`config.mk`:
```
export PLATFORM = sky130hd
export DESIGN_NAME = disp_hold_lcd
export DESIGN_NICKNAME = d
export VERILOG_FILES = /design/src/rtl/disp_pkg.sv /design/src/rtl/disp_latch.sv /design/src/rtl/disp_encode.sv /design/src/rtl/disp_backplane.sv /design/src/rtl/disp_hold_lcd.sv
export SDC_FILE = /design/constraint.sdc
export NUM_CORES = 1
export LEC_CHECK = 0
export BUFFER_PORTS_ARGS = -buffer_cell sky130_fd_sc_hd__buf_4
export CAP_MARGIN = 20
export CORE_MARGIN = 2
export CORE_UTILIZATION = 40
export CTS_BUF_LIST = sky130_fd_sc_hd__clkbuf_16
export CTS_CLUSTER_SIZE = 28
export DETAILED_ROUTE_END_ITERATION = 7
export SLEW_MARGIN = 20
export SYNTH_ARGS = -nofsm -noshare
export SYNTH_HDL_FRONTEND = slang
export SYNTH_SLANG_ARGS = --single-unit
```
`constraint.sdc`:
```
create_clock -name clk -period 12.1 [get_ports clk]
set_input_delay 1.815 -clock clk [delete_from_list [all_inputs] [get_ports clk]]
set_output_delay 1.815 -clock clk [all_outputs]
set_load 0.01 [all_outputs]
```
`src/rtl/disp_pkg.sv`:
```
package disp_pkg;

    localparam int MAG_W = 11;
    localparam int NDIG  = 3;
    localparam int SEG_W = 7;
    localparam int BCD_W = 4 * (NDIG + 1);
    localparam int MAX_SHOWN = 1999;

    typedef struct packed {
        logic             neg;
        logic             ovr;
        logic [MAG_W-1:0] mag;
    } reading_t;

    typedef struct packed {
        logic                    minus;
        logic                    half;
        logic [NDIG*SEG_W-1:0]   digits;
    } lit_t;

    function automatic logic [BCD_W-1:0] bin2bcd(input logic [MAG_W-1:0] b);
        logic [BCD_W-1:0] r;
        r = '0;
        for (int i = MAG_W - 1; i >= 0; i--) begin
            for (int d = 0; d < NDIG + 1; d++) begin
                if (r[4*d +: 4] >= 4'd5) r[4*d +: 4] = r[4*d +: 4] + 4'd3;
            end
            r = {r[BCD_W-2:0], b[i]};
        end
        return r;
    endfunction

    function automatic logic [SEG_W-1:0] seg7(input logic [3:0] v);
        logic [SEG_W-1:0] s;
        case (v)
            4'd0: s = 7'h3F;
            4'd1: s = 7'h06;
            4'd2: s = 7'h5B;
            4'd3: s = 7'h4F;
            4'd4: s = 7'h66;
            4'd5: s = 7'h6D;
            4'd6: s = 7'h7D;
            4'd7: s = 7'h07;
            4'd8: s = 7'h7F;
            4'd9: s = 7'h6F;
            default: s = 7'h00;
        endcase
        return s;
    endfunction

endpackage

```
`src/rtl/disp_latch.sv`:
```
module disp_latch
    import disp_pkg::*;
(
    input  logic     clk,
    input  logic     rst,
    input  logic     rdy,
    input  logic     hold,
    input  reading_t rd_in,
    output reading_t rd_q
);
    logic load;
    assign load = rdy & ~hold;

    always_ff @(posedge clk) begin
        if (rst)       rd_q <= '0;
        else if (load) rd_q <= rd_in;
    end
endmodule

```
`src/rtl/disp_encode.sv`:
```
module disp_encode
    import disp_pkg::*;
(
    input  reading_t rd,
    output lit_t     lit
);
    logic [BCD_W-1:0] bcd;
    logic             over;
    logic             nonzero;

    assign bcd     = bin2bcd(rd.mag);
    assign over    = rd.ovr | (rd.mag > MAG_W'(MAX_SHOWN));
    assign nonzero = |rd.mag;

    for (genvar g = 0; g < NDIG; g++) begin : g_dig
        assign lit.digits[g*SEG_W +: SEG_W] = over ? '0 : seg7(bcd[4*g +: 4]);
    end

    assign lit.half  = over | (bcd[4*NDIG +: 4] != 4'd0);
    assign lit.minus = rd.neg & (over | nonzero);
endmodule

```
`src/rtl/disp_backplane.sv`:
```
module disp_backplane #(
    parameter int HALF = 10
) (
    input  logic clk,
    input  logic rst,
    input  logic sync,
    output logic bp
);
    localparam int CNT_W = (HALF > 1) ? $clog2(HALF) : 1;
    localparam logic [CNT_W-1:0] LAST = CNT_W'(HALF - 1);

    logic [CNT_W-1:0] cnt;

    always_ff @(posedge clk) begin
        if (rst || sync) begin
            cnt <= '0;
            bp  <= 1'b0;
        end else if (cnt == LAST) begin
            cnt <= '0;
            bp  <= ~bp;
        end else begin
            cnt <= cnt + 1'b1;
        end
    end
endmodule

```
`src/rtl/disp_hold_lcd.sv`:
```
module disp_hold_lcd
    import disp_pkg::*;
#(
    parameter int CONV_CYCLES  = 400,
    parameter int HALF_PERIODS = 40
) (
    input  logic                  clk,
    input  logic                  rst,
    input  logic                  rdy,
    input  logic [MAG_W-1:0]      mag,
    input  logic                  neg,
    input  logic                  ovr,
    input  logic                  hold,
    output logic [NDIG*SEG_W-1:0] seg_digit,
    output logic                  seg_half,
    output logic                  seg_minus,
    output logic                  bp
);
    localparam int HALF = CONV_CYCLES / HALF_PERIODS;

    reading_t rd_in, rd_q;
    lit_t     lit;

    assign rd_in = '{neg: neg, ovr: ovr, mag: mag};

    disp_latch u_latch (
        .clk(clk), .rst(rst), .rdy(rdy), .hold(hold),
        .rd_in(rd_in), .rd_q(rd_q)
    );

    disp_encode u_enc (.rd(rd_q), .lit(lit));

    disp_backplane #(.HALF(HALF)) u_bp (
        .clk(clk), .rst(rst), .sync(rdy), .bp(bp)
    );

    assign seg_digit = lit.digits ^ {(NDIG*SEG_W){bp}};
    assign seg_half  = lit.half ^ bp;
    assign seg_minus = lit.minus ^ bp;
endmodule

```
---- Word-level counts from Yosys, hierarchy flattened ----
Memory sizes are Yosys's and may differ from the RTL's.
Index checks and enable logic that the tools add are counted.
Widths: inputs -> output; s select.
word-level totals
  register bits ........................... 18
  bits in read-only memories .............. 336
  bits of input ports ..................... 17
  memories kept ........................... 3
cells by class
  $add $sub $neg .......................... 16
  $lt $le $gt $ge ......................... 16
  equality and inequality tests ........... 1
  mux-type cells .......................... 18
  bitwise operators ....................... 10
  reduce and logical (&&, ||, !) cells .... 4
memory list
  memory            depth  width  rd ports  clocked after memory_dff  wr ports  RTL line        source
  (name not given)  16     7      1         0                         0         disp_pkg.sv:35  case (v)
  (name not given)  16     7      1         0                         0         disp_pkg.sv:35
  (name not given)  16     7      1         0                         0         disp_pkg.sv:35
operator list
  operator              number
  $mux 4                15
  $add 4x2->4 const B   12
  $ge 4x3->1 const B    12
  $mux 7                3
  $xor 21x21->21        1
  $add 3x2->4 const B   3
  $gt 11x11->1 const B  1
  $reduce_or 11->1      1
  $ge 3x3->1 const B    3
  $add 4x1->4 const B   1
  $eq 4x4->1 const B    1
  $reduce_bool 4->1     1
  $or 1x1->1            3
  $and 1x1->1           2
  $not 1->1             2
  $reduce_or 2->1       1
  $xor 1x1->1           2
  $logic_or 1x1->1      1

---- Logic depth before layout (Yosys ltp) ----
Gate-level depths: netlist of run 1.
  word-level depth ........................ 19
  mapped depth ............................ 50
  mapped depth without buffers ............ 47

---- Modules after synthesis ----
Synthesis of run 1 repeated with hierarchy kept, for this count alone.
second synthesis, totals
  cells, all modules ...................... 539
  area, all modules ....................... 4,289.1 µm²
by module, submodules not included
  module          times used  cells an instance  area an instance (µm²)
  disp_encode     1           435                3,223.1
  disp_latch      1           58                 600.6
  disp_hold_lcd   1           26                 252.7
  disp_backplane  1           20                 212.7

---- Worst setup path after synthesis of run 1 ----
Ideal clock, no wire load.
  path type ............................... register to output
  from .................................... register u_latch.rd_q[9] (netlist name)
  to ...................................... output seg_digit[18]
  data arrival time ....................... 7.778 ns
  required time ........................... 10.285 ns
  setup slack ............................. 2.507 ns
  cell stages (with the launch flop) ...... 47
  path through ............................ dfxtp_1 buf_6 inv_1 ha_1 o21ai_2 xnor2_2 inv_2 ha_1 nand2b_1 a32oi_2 buf_6 xnor2_1 inv_2 ha_1 clkbuf_1 nand2b_1 and3_1 o21ai_1 [11 not listed] mux2i_1 a32oi_1 a32oi_1 a31o_1 o211ai_1 xnor2_2 inv_1 ha_1 nor2b_1 or2_2 nand2_1 o31ai_2 xnor2_1 inv_1 ha_1 o41ai_1 a311oi_1 nand3_1
between the ends
  longest elaborated chain between the ends .. 19
RTL lines
  element                                    RTL line             source
  $add 3x2->4 or $ge 3x3->1 (tied branches)  disp_pkg.sv:26       if (r[4*d +: 4] >= 4'd5) r[4*d +: 4] = r[4*d +: 4] + 4'd3;
  $mux 4                                     disp_pkg.sv:26
  $add 4x2->4 or $ge 4x3->1 (tied branches)  disp_pkg.sv:26
  $mux 4                                     disp_pkg.sv:26
  $ge 4x3->1 or $add 4x2->4 (tied branches)  disp_pkg.sv:26
  $mux 4                                     disp_pkg.sv:26
  $add 4x2->4 (tied with other cells)        disp_pkg.sv:26
  $mux 4                                     disp_pkg.sv:26
  [3 not listed]                             --
  $mux 4                                     disp_pkg.sv:26
  $add 4x2->4 (tied with other cells)        disp_pkg.sv:26
  $mux 4                                     disp_pkg.sv:26
  $add 4x2->4 or $ge 4x3->1 (tied branches)  disp_pkg.sv:26
  $mux 4                                     disp_pkg.sv:26
  $mem_v2 16x7                               --
  $mux 7 (*)                                 disp_encode.sv:16    assign lit.digits[g*SEG_W +: SEG_W] = over ? '0 : seg7(bcd[4*g +: 4]);
  $xor 21x21->21 (*)                         disp_hold_lcd.sv:37  assign seg_digit = lit.digits ^ {(NDIG*SEG_W){bp}};
  end, declared                              disp_hold_lcd.sv:14  output logic [NDIG*SEG_W-1:0] seg_digit,
Mark *: on every way between the ends. The rest lies on a longest branch, timed or not.

---- Worst setup path in the final report of run 1 ----
  from .................................... register u_latch.rd_q[9] (netlist name)
  to ...................................... output seg_digit[18]
between the ends
  longest elaborated chain between the ends .. 19
RTL lines
  element                                    RTL line
  $add 3x2->4 or $ge 3x3->1 (tied branches)  disp_pkg.sv:26
  $mux 4                                     disp_pkg.sv:26
  $add 4x2->4 or $ge 4x3->1 (tied branches)  disp_pkg.sv:26
  $mux 4                                     disp_pkg.sv:26
  $ge 4x3->1 or $add 4x2->4 (tied branches)  disp_pkg.sv:26
  $mux 4                                     disp_pkg.sv:26
  $add 4x2->4 (tied with other cells)        disp_pkg.sv:26
  $mux 4                                     disp_pkg.sv:26
  [3 not listed]                             --
  $mux 4                                     disp_pkg.sv:26
  $add 4x2->4 (tied with other cells)        disp_pkg.sv:26
  $mux 4                                     disp_pkg.sv:26
  $add 4x2->4 or $ge 4x3->1 (tied branches)  disp_pkg.sv:26
  $mux 4                                     disp_pkg.sv:26
  $mem_v2 16x7                               --
  $mux 7 (*)                                 disp_encode.sv:16
  $xor 21x21->21 (*)                         disp_hold_lcd.sv:37
Marked as above.

==> summary.md, run 1 <==
| Metric | Value |
|---|---|
| Clock latency on the worst-skew pair | 240 ps |
| Seq/Total Area, Yosys | 0.09120 |
| Final Core Density | 0.4558 |
| Core Box Area | ~9700 µm² |
| Fin crit share | 0.9059 |
| Floorplan row count | 36 |
| CTS max path bufs | 2 |
| Avg Vias per Cell | between 5 and 6 |
| Largest net degree at the start of global routing | 22 |
| Syn_area_per_cell | 7.031 µm² |
| Simple-Gate Fraction of Synth Area | 0.2562 |
| Yosys cell types | 85 |
| Max-slew violation count | 0 |
| Antenna violations before repair | 0 |
| Width of the die | 103.4 µm |
| Syn-to-layout area delta | 11.72% |
| Post-detail-place hpwl | about 7700 µm |
| Power Density | approximately 190 nW/µm² |
| WP buf/inv | 8 |
| Post-CTS Hold Buffers | 0 |
| Status | finished, final reports clean |
| Skew final | roughly 0.49 ps |
| Net Count, Synth | roughly 610 |
| Die height | roughly 100 µm |
| EDFF count, synth | 0 |
| Startpoint Class | flip-flop |
| Routed len/inst | approximately 14 µm |
| CTS tree | built |
| WL final | slightly below 10000 µm |
| Root Driver | clkbuf_16 |
| Mapped Area | a little under 4000 µm² |
| Max Freq | 0.09123 GHz |
| Final setup vio count | 0 |
| Slowest-stage cell, CP | dfxtp_1 |
| Num ports | 41 |
| TritonCTS Sinks | 18 |
| Ys flop type | dfxtp_1 |
| Least-Margin Pin Slew | ~920 ps |
| Overflow left after global routing | 0 |
| Relative slew slack | 0.3857 |
| Worst hold slack | between 400 and 500 ps |
| Async SR Flop Fraction | 0 |
| Required @ worst endpoint | approximately 10000 ps |
| Final hold vios | 0 |
| Iteration-0 DRC Markers | 200 |
| Commonest non-fill, non-tap cell in the layout | nand2_1 |
| Most frequent cells in the layout | nand2_1 (69), a21oi_1 (50), buf_4 (44) |
| Ant. Diodes | 0 |
| DR vias | approximately 4200 |
| Residual DRC count | 0 |
| Post-route minimum period | between 10000 and 15000 ps |
| Pleak | about 1.8 nW |
| Vias in the first global route | 3750 |
| Nets@finish | 633 |
| Area share of fa/ha/maj cells after synthesis | 0.1013 |
| Full die area | roughly 11000 µm² |
| Arr. time, crit path | about 9000 ps |
| ANT nets after route | 0 |
| Initial Utilization | 0.4080 |
| Portion of netlist area occupied by mux cells | 0.05161 |
| DRT Pass-1 Iters | 4 |
| CTS Buf Count | 3 |
| WS Path Type | reg -> out |
| Post-Synth XOR/XNOR Area | 0.07663 |
| Max Cap Violations | 0 |
| Placed cell area | between 4000 and 5000 µm² |
| Post-Layout Inst Area | 4414 µm² |
| Total global routing track utilization | 0.1890 |
| Crit Path Max Fanout | 11 |
| Routability Congestion | just over 0.9 |
| CP endpoint kind | primary output |
| Final TNS setup | 0 ps |
| Fillers | between 900 and 1000 |
| Maximum VDD drop | 111.2 µV |
| Crit-path leading delay family | compound AO/OA/AOI/OAI gates |
| Register bit total from synthesis | 18 |
| Tightest Hold Check Type | reg -> reg |
| Global-route wire length before repair | between 15000 and 20000 µm |
| RSZ-0062 raised after global routing | no |
| Critical Path Most Common Cell | ha_1 |
| Syn Inst Count | 562 |
| Layout cells sized above 1 | 0.1492 |
| YS warnings | 0 |
| Clock transition at path regs | roughly 50 ps |
| Number of port buffers | 40 |
| Compound-gate portion of the synthesized area | 0.3550 |
| H-tree depth | 1 |
| CP peak stage delay | around 510 ps |
| Largest family of logic cells by synthesized area | compound AO/OA/AOI/OAI gates |
worst reg2reg max path, delay by kind of cell (launching register included):
kind / cells / cell delay [ps]
AO/OA/AOI/OAI: 1 / 170
flip-flops: 1 / 760
AND/OR/NAND/NOR: 1 / 100
cell type report:
type	count	area (µm²)	share of cell area
Inverter	38	142.6	0.03231
Sequential cell	18	360.3	0.08163
Clock buffer	3	75.07	0.01701
Clock inverter	1	3.754	0.0008503
Tap cell	133	166.4	0.03770
Multi-Input combinational cell	479	3336	0.7557
Timing Repair Buffer	44	330.3	0.07483
worst paths after layout:
path,start,end,slack [ps],cells past startpoint
worst max-delay path,u_latch.rd_q[9]$_SDFFE_PP0P_,seg_digit[18],1140,42
worst min-delay path,u_latch.rd_q[11]$_SDFFE_PP0P_,u_latch.rd_q[11]$_SDFFE_PP0P_,460,2
worst max register to register,u_latch.rd_q[4]$_SDFFE_PP0P_,u_latch.rd_q[4]$_SDFFE_PP0P_,11000,2
worst min register to register,u_latch.rd_q[11]$_SDFFE_PP0P_,u_latch.rd_q[11]$_SDFFE_PP0P_,460,2
kinds of logic after synthesis:
family                     after synthesis
and+or+nand+nor                        204
AOI/OAI and AO/OA                      194
buffers and inverters                   65
xor gates and xnor gates                32
adders and majority gates               32
DFF                                     18
muxes                                   17
through the flow:
stage	worst slack (ps)	std cells	total power (W)
detailed placement	766.7	711	0.0007675
global route	35.85	716	0.0009344
CTS	471.4	715	0.0008362
global placement	1132	711	0.0007586
finish	1139	716	0.0008342
floorplan	2507	562	0.0005739
power by group:
part	total [W]	leakage (nW)	internal, W	switching [W]
combinational	0.000703	1.59	0.000318	0.000384
clock	0.0000643	0.0385	0.0000438	0.0000204
sequential	0.0000674	0.147	0.0000617	0.00000569
total	0.000834	1.78	0.000424	0.000411
timing repair:
action                                 CTS  global route
resized for setup                        0             3
setup buffers                            0             1
setup endpoints to repair                0             7
endpoints found under the hold margin    0             0
synth_stat cells, types with 4 or more instances:
| cell type | instances | area (µm²) |
|---|---|---|
| nand2_1 | 69 | 259.0 |
| a21oi_1 | 50 | 250.2 |
| nor2_1 | 36 | 135.1 |
| ha_1 | 32 | 400.4 |
| inv_1 | 30 | 112.6 |
| xnor2_1 | 27 | 236.5 |
| o21ai_0 | 22 | 110.1 |
| nand3_1 | 21 | 105.1 |
| clkbuf_1 | 19 | 71.32 |
| dfxtp_1 | 18 | 360.4 |
| nor3_1 | 13 | 65.06 |
| mux2i_1 | 11 | 110.1 |
| a211oi_1 | 9 | 67.56 |
| o211ai_1 | 9 | 67.56 |
| nand4_1 | 8 | 50.05 |
| o21ai_1 | 8 | 40.04 |
| a211o_1 | 7 | 61.31 |
| a21o_1 | 7 | 52.55 |
| a31oi_1 | 7 | 43.79 |
| and2_1 | 7 | 43.79 |
| o2111ai_1 | 7 | 61.31 |
| nand2b_1 | 6 | 37.54 |
| nand3b_1 | 6 | 45.04 |
| a22oi_1 | 5 | 37.54 |
| and3_1 | 5 | 31.28 |
| buf_2 | 5 | 25.02 |
| inv_2 | 5 | 18.77 |
| nor3b_1 | 5 | 37.54 |
| a21oi_2 | 4 | 35.03 |
| a32oi_1 | 4 | 35.03 |
| nor2b_1 | 4 | 25.02 |
| nor4_1 | 4 | 25.02 |
| o221ai_1 | 4 | 35.03 |
registers in the layout, summed over array words and instances, names as in the netlist:
signal	count
u_latch.rd_q	13
u_bp.cnt	4
u_bp.bp	1
per-layer routing:
metal | vias to the layer above | global-route usage | wire (µm)
met5 | - | 0 | 0
met4 | 0 | 0.04150 | 87
met3 | 10 | 0.003360 | 290
met2 | 100 | 0.3261 | 4814
met1 | 1929 | 0.2643 | 4670
li1 | 2138 | - | -
Note: power is estimated with default switching activity, not from simulation.
==> inputs of run 2 (changes only) <==
- CORE_UTILIZATION: 40 -> 50
- PLACE_DENSITY: not set -> 0.69
==> run 2 against run 1 <==
Against the previous run:
- maximum frequency fell by 1.9%
- wire length rose by 1.8%
- sequential power barely moved
- sequential share of layout area barely moved
- combinational power rose by 0.7%
- critical path depth did not move
==> summary.md, run 2 (synthesis results as in run 1) <==
| Metric | Value |
|---|---|
| DR vias | roughly 4300 |
| Worst hold slack | 462.9 ps |
| Most frequent cells in the layout | nand2_1 (69), a21oi_1 (49), buf_4 (45) |
| Post-CTS Hold Buffers | 0 |
| Routed len/inst | 14.64 µm |
| Number of port buffers | 40 |
| Residual DRC count | 0 |
| Die height | 92.90 µm |
| Layout cells sized above 1 | 0.1541 |
| Nets@finish | around 630 |
| Root Driver | clkbuf_16 |
| Power after layout | 0.0008412 W |
| Status | finished, final reports clean |
| Sequential cell area | around 360 µm² |
| WL final | about 10000 µm |
| Ant. Diodes | 0 |
| Max-slew violation count | 0 |
| Initial Utilization | 0.5140 |
| CP peak stage delay | around 520 ps |
| Final TNS setup | 0 ps |
| Max FFs per register | 13 |
| Largest Register | u_latch.rd_q |
| Least-Margin Pin Slew | 838.7 ps |
| CTS max path bufs | 2 |
| TritonCTS Sinks | 18 |
| Slowest-stage cell, CP | dfxtp_1 |
| Global-route wire length before repair | about 17000 µm |
| Avg Vias per Cell | approximately 6.2 |
| Power Density | about 190 nW/µm² |
| Post-route minimum period | between 10000 and 15000 ps |
| Hold Crit Depth | 2 |
| Fillers | 751 |
| CTS Buf Count | 3 |
| Arr. time, crit path | between 9000 and 10000 ps |
| Startpoint Class | flip-flop |
| Overflow left after global routing | 0 |
| ANT nets after route | 0 |
| Relative slew slack | 0.4397 |
| Clock latency on the worst-skew pair | between 200 and 300 ps |
| Max Cap Violations | 0 |
| Max Freq | ~0.089 GHz |
| Critical Path Most Common Cell | ha_1 |
| Pleak | 1.783 nW |
| Required @ worst endpoint | around 10000 ps |
| Full die area | between 8000 and 9000 µm² |
| Reg2reg path depth | 3 |
| Clock transition at path regs | 50 ps |
| Largest net degree at the start of global routing | 22 |
| Iteration-0 DRC Markers | 350 |
| H-tree depth | 1 |
| CTS tree | built |
| Tightest Hold Check Type | reg -> reg |
| Post-detail-place hpwl | 7517 µm |
| Vias in the first global route | roughly 3800 |
| Crit Path Max Fanout | 11 |
| Width of the die | 92.90 µm |
| Syn-to-layout area delta | 11.15% |
| CP endpoint kind | primary output |
| Core Box Area | roughly 7700 µm² |
| Routability Congestion | about 0.91 |
| Total global routing track utilization | 0.2260 |
| Final hold vios | 0 |
| Floorplan row count | 32 |
| RSZ-0062 raised after global routing | no |
| WS Path Type | reg -> out |
| Final setup vio count | 0 |
| DRT Pass-1 Iters | 5 |
| Maximum VDD drop | ~110 µV |
| Multi-input gate area | approximately 3300 µm² |
| Commonest non-fill, non-tap cell in the layout | nand2_1 |
| Antenna violations before repair | 0 |
| Fin crit share | 0.9236 |
| Skew final | between 0.6 and 0.7 ps |
| Num ports | 41 |
| Largest regs | u_latch.rd_q: 13 flops, u_bp.cnt: 4 flops, u_bp.bp: 1 flops |
-- run 2: per-stage QoR --
step,worst slack [ps],std cells,util,area [µm²]
6_report,925.0,686,0.5713,4392
5_1_grt,45.12,686,0.5713,4392
2_1_floorplan,2507,562,-,3951
4_1_cts,386.4,684,0.5664,4354
3_3_place_gp,1187,680,0.5562,4275
3_5_place_dp,715.2,680,0.5562,4275
-- run 2: per-layer routing --
layer | up-vias | part of all wire | track usage
met5 | - | 0 | 0
met4 | 0 | 0.012 | 0.05270
met3 | 12 | 0.039 | 0.006509
met2 | 129 | 0.48 | 0.3955
met1 | 1979 | 0.47 | 0.3077
li1 | 2140 | - | -
-- run 2: repair_timing --
item | in CTS | in global routing
setup buffers | 0 | 2
endpoints found under the setup margin | 0 | 9
gates resized for setup | 0 | 5
-- run 2: report_power, final --
| group | total [W] | switching [W] | internal (W) | leakage (nW) |
|---|---|---|---|---|
| Clock | 0.0000660 | 0.0000220 | 0.0000440 | 0.0385 |
| Combinational | 0.000708 | 0.000389 | 0.000319 | 1.60 |
| Sequential | 0.0000674 | 0.00000572 | 0.0000617 | 0.147 |
-- run 2: layout make-up --
class	instances	area share
clock buffer	3	0.01709
clock inverter	1	0.0008547
timing repair buffer	45	0.07692
tap	102	0.02906
sequential	18	0.08205
inverter	38	0.03248
multi-input combinational	479	0.7615
-- run 2: path summary, 6_finish.rpt --
kind | from | endpoint | slack, ps
setup / recovery | u_latch.rd_q[9]$_SDFFE_PP0P_ | seg_digit[18] | 920
hold / removal | u_latch.rd_q[12]$_SDFFE_PP0P_ | u_latch.rd_q[12]$_SDFFE_PP0P_ | 460
setup reg to reg | u_bp.bp$_SDFFE_PP0P_ | u_bp.bp$_SDFFE_PP0P_ | 10950
hold reg to reg | u_latch.rd_q[12]$_SDFFE_PP0P_ | u_latch.rd_q[12]$_SDFFE_PP0P_ | 460
-- run 2: worst max-delay path: cells and delay by family (launching register included) --
family | cells | cell delay, ps
fa+ha+maj | 7 | 1680
flops | 1 | 520
buf+inv | 8 | 890
xor+xnor | 4 | 980
simple gates | 10 | 1690
compound gates | 13 | 3310
==> inputs of run 3 (changes only) <==
- SYNTH_HIERARCHICAL: not set -> 1
==> run 3 against run 2 <==
Against the previous run:
- synthesized area is 8.5% higher
- via count is 1.9% lower
- first-iteration DRC count fell by 26%
- total power up 89%
- cell count grew 1.5%
- hold slack better by 2.3 ps
- register-to-register slack about the same
- clock skew is essentially flat
- combinational power rose by 110%
- wire length up 0.86%
- die area increased by 8.2%
- critical path type unchanged
- critical endpoint is now seg_digit[10]
- largest cell class unchanged
- largest power group unchanged
==> summary.md, run 3 <==
| Metric | Value |
|---|---|
| Tightest Hold Check Type | reg -> reg |
| Syn-to-layout area delta | 16.66% |
| Ant. Diodes | 0 |
| Crit Path Max Fanout | 6 |
| Fin crit share | 0.9481 |
| TritonCTS Sinks | 18 |
| Seq/Total Area, Yosys | 0.08401 |
| Yosys cell types | 97 |
| Max FFs per register | 13 |
| Syn Inst Count | between 500 and 600 |
| CTS max path bufs | 2 |
| Setup WS pre-CTS | ~35 ps |
| Avg Vias per Cell | 6.001 |
| Synth area leaders | ha_1 (13%), dfxtp_1 (8.4%), xor2_1 (5.5%) |
| Skew final | roughly 0.27 ps |
| Layout cells sized above 1 | 0.2589 |
| Required @ worst endpoint | around 10000 ps |
| Worst Slack Setup Final | 628.3 ps |
| Full die area | between 9000 and 10000 µm² |
| Status | finished, final reports clean |
| Startpoint Class | flip-flop |
| Syn_area_per_cell | roughly 8 µm² |
| Register bit total from synthesis | 18 |
| Reg2reg path depth | 3 |
| Antenna violations before repair | 0 |
| Max Freq | ~0.087 GHz |
| Most frequent cells in the layout | buf_4 (64), inv_1 (43), nor2_1 (40), ha_1 (40), xor2_1 (27) |
| YS warnings | 6 |
| Fillers | approximately 740 |
| Post-Layout Inst Area | 5004 µm² |
| Max-slew violation count | 0 |
| Least-Margin Pin Slew | about 900 ps |
| Post-route minimum period | about 11000 ps |
| Routability Congestion | slightly below 0.9 |
| Yosys top cell area share | 0.1313 |
| Internal reg-to-reg setup slack | between 10000 and 15000 ps |
| Ys flop type | dfxtp_1 |
| Slowest-stage cell, CP | or4_4 |
| Iteration-0 DRC Markers | 258 |
| Final Core Density | 0.6059 |
| Commonest non-fill, non-tap cell in the layout | buf_4 |
| Num ports | 41 |
| Residual DRC count | 0 |
| Mapped Area | 4289 µm² |
| Clock latency on the worst-skew pair | between 200 and 250 ps |
| EDFF count, synth | 0 |
| Die height | a little under 100 µm |
| Width of the die | slightly below 100 µm |
| Final setup vio count | 0 |
| Clock transition at path regs | roughly 50 ps |
| Relative slew slack | 0.3822 |
| Floorplan row count | 33 |
| CP endpoint | seg_digit[10] |
| Root Driver | clkbuf_16 |
| H-tree depth | 1 |
| WS Path Type | reg -> out |
| Nets@finish | around 650 |
| Maximum VDD drop | about 170 µV |
| Power Density | ~320 nW/µm² |
| Max Cap Violations | 0 |
| CP peak stage delay | approximately 520 ps |
| Reg-to-Reg Start | u_bp/bp$_SDFFE_PP0N_ |
| Global-route wire length before repair | about 17000 µm |
| Largest Register | u_latch/rd_q |
| Core Box Area | just over 8000 µm² |
| Post-synth top cells | ha_1 (45), inv_1 (43), nor2_1 (42) |
| Routed len/inst | 14.55 µm |
| Largest net degree at the start of global routing | 29 |
| Most common cell in the netlist | ha_1 |
| Overflow left after global routing | 0 |
| CP endpoint kind | primary output |
| WL final | a little over 10000 µm |
| ANT nets after route | 0 |
| Critical path launch point | u_latch/rd_q[9]$_SDFFE_PP0P_ |
| Final hold vios | 0 |
| Critical Path Most Common Cell | ha_1 |
| Largest regs | u_latch/rd_q: 13 flops, u_bp/cnt: 4 flops, u_bp/bp: 1 flops |
| CTS Buf Count | 3 |
| DRT Pass-1 Iters | 4 |
| RR Endpoint | u_bp/bp$_SDFFE_PP0N_ |
| Placed cell area | roughly 4700 µm² |
| Pleak | 2.220 nW |
| Async SR Flop Fraction | 0 |
| CTS tree | built |
| Post-detail-place hpwl | about 8000 µm |
| Post-synth top area cell | ha_1 |
| Vias in the first global route | around 3900 |
| Arr. time, crit path | 9660 ps |
| Number of port buffers | 40 |
| Initial Utilization | 0.5194 |
| Worst hold slack | 465.2 ps |
| DR vias | roughly 4200 |
| Total global routing track utilization | 0.2069 |
| Net Count, Synth | about 600 |
==> run 3: kinds of logic after synthesis <==
| logic type | Yosys count | share of synthesized area |
|---|---|---|
| XOR/XNOR | 40 | 0.08518 |
| flip-flops | 18 | 0.08402 |
| AND/OR/NAND/NOR | 191 | 0.2675 |
| multiplexers | 31 | 0.08985 |
| AO/OA/AOI/OAI | 154 | 0.2725 |
| adder cells (fa/ha/maj) | 45 | 0.1313 |
| buffers and inverters | 60 | 0.06972 |
==> run 3: worst max-delay path: cells and delay by family (launching register included) <==
family | cells | cell delay [ps]
AO/OA/AOI/OAI | 7 | 1350
adder cells (fa/ha/maj) | 9 | 2040
buffers and inverters | 5 | 490
flip-flops | 1 | 320
AND/OR/NAND/NOR | 20 | 3410
XOR/XNOR | 7 | 1050
multiplexers | 3 | 720
==> run 3: per-stage QoR <==
stage,setup TNS (ps),total power (W),std cells
final,0,0.001589,696
after global routing,-123.7,0.001750,696
after CTS,0,0.001548,689
after detailed placement,0,0.001476,685
after global placement,0,0.001445,685
after floorplan,0,0.001063,539
==> run 3: final cells by class <==
class	count	area [µm²]	share of cell area
multi-input combinational	461	3786	0.7567
timing repair buffer	64	480.5	0.09602
sequential	18	361.6	0.07227
inverter	44	165.2	0.03301
tap	105	131.4	0.02626
clock buffer	3	75.07	0.01500
clock inverter	1	3.754	0.0007502
==> run 3: worst min-delay path by stage <==
stage                                  start                            end  depth (start not counted)  slack, ps
4_1_cts               u_bp/cnt[0]$_SDFF_PP0_         u_bp/cnt[0]$_SDFF_PP0_                          1        470
5_1_grt        u_latch/rd_q[12]$_SDFFE_PP0P_  u_latch/rd_q[12]$_SDFFE_PP0P_                          2        500
3_3_place_gp          u_bp/cnt[0]$_SDFF_PP0_         u_bp/cnt[0]$_SDFF_PP0_                          1        450
3_5_place_dp          u_bp/cnt[0]$_SDFF_PP0_         u_bp/cnt[0]$_SDFF_PP0_                          1        460
6_report              u_bp/cnt[0]$_SDFF_PP0_         u_bp/cnt[0]$_SDFF_PP0_                          1        470
2_1_floorplan         u_bp/cnt[0]$_SDFF_PP0_         u_bp/cnt[0]$_SDFF_PP0_                          1        430
==> run 3: layer usage <==
layer	routed length, µm	up-vias	GRT usage
met5	0	-	0
met4	30	0	0.03575
met3	322	4	0.008671
met2	5196	87	0.3884
met1	4581	1984	0.2644
li1	-	2102	-
==> run 3: repair_timing <==
action	4_1_cts	5_1_grt
setup buffers	0	7
endpoints found under the hold margin	0	0
hold buffers	0	0
pin swaps	0	7
endpoints found under the setup margin	10	21
resized for setup	5	32
==> run 3: report_power, final <==
| group | leakage, nW | total (W) | switching [W] | internal [W] |
|---|---|---|---|---|
| logic | 2.03 | 0.00146 | 0.000764 | 0.000693 |
| clock network | 0.0385 | 0.0000644 | 0.0000205 | 0.0000438 |
| registers | 0.147 | 0.0000663 | 0.00000442 | 0.0000619 |
| total | 2.22 | 0.00159 | 0.000789 | 0.000799 |
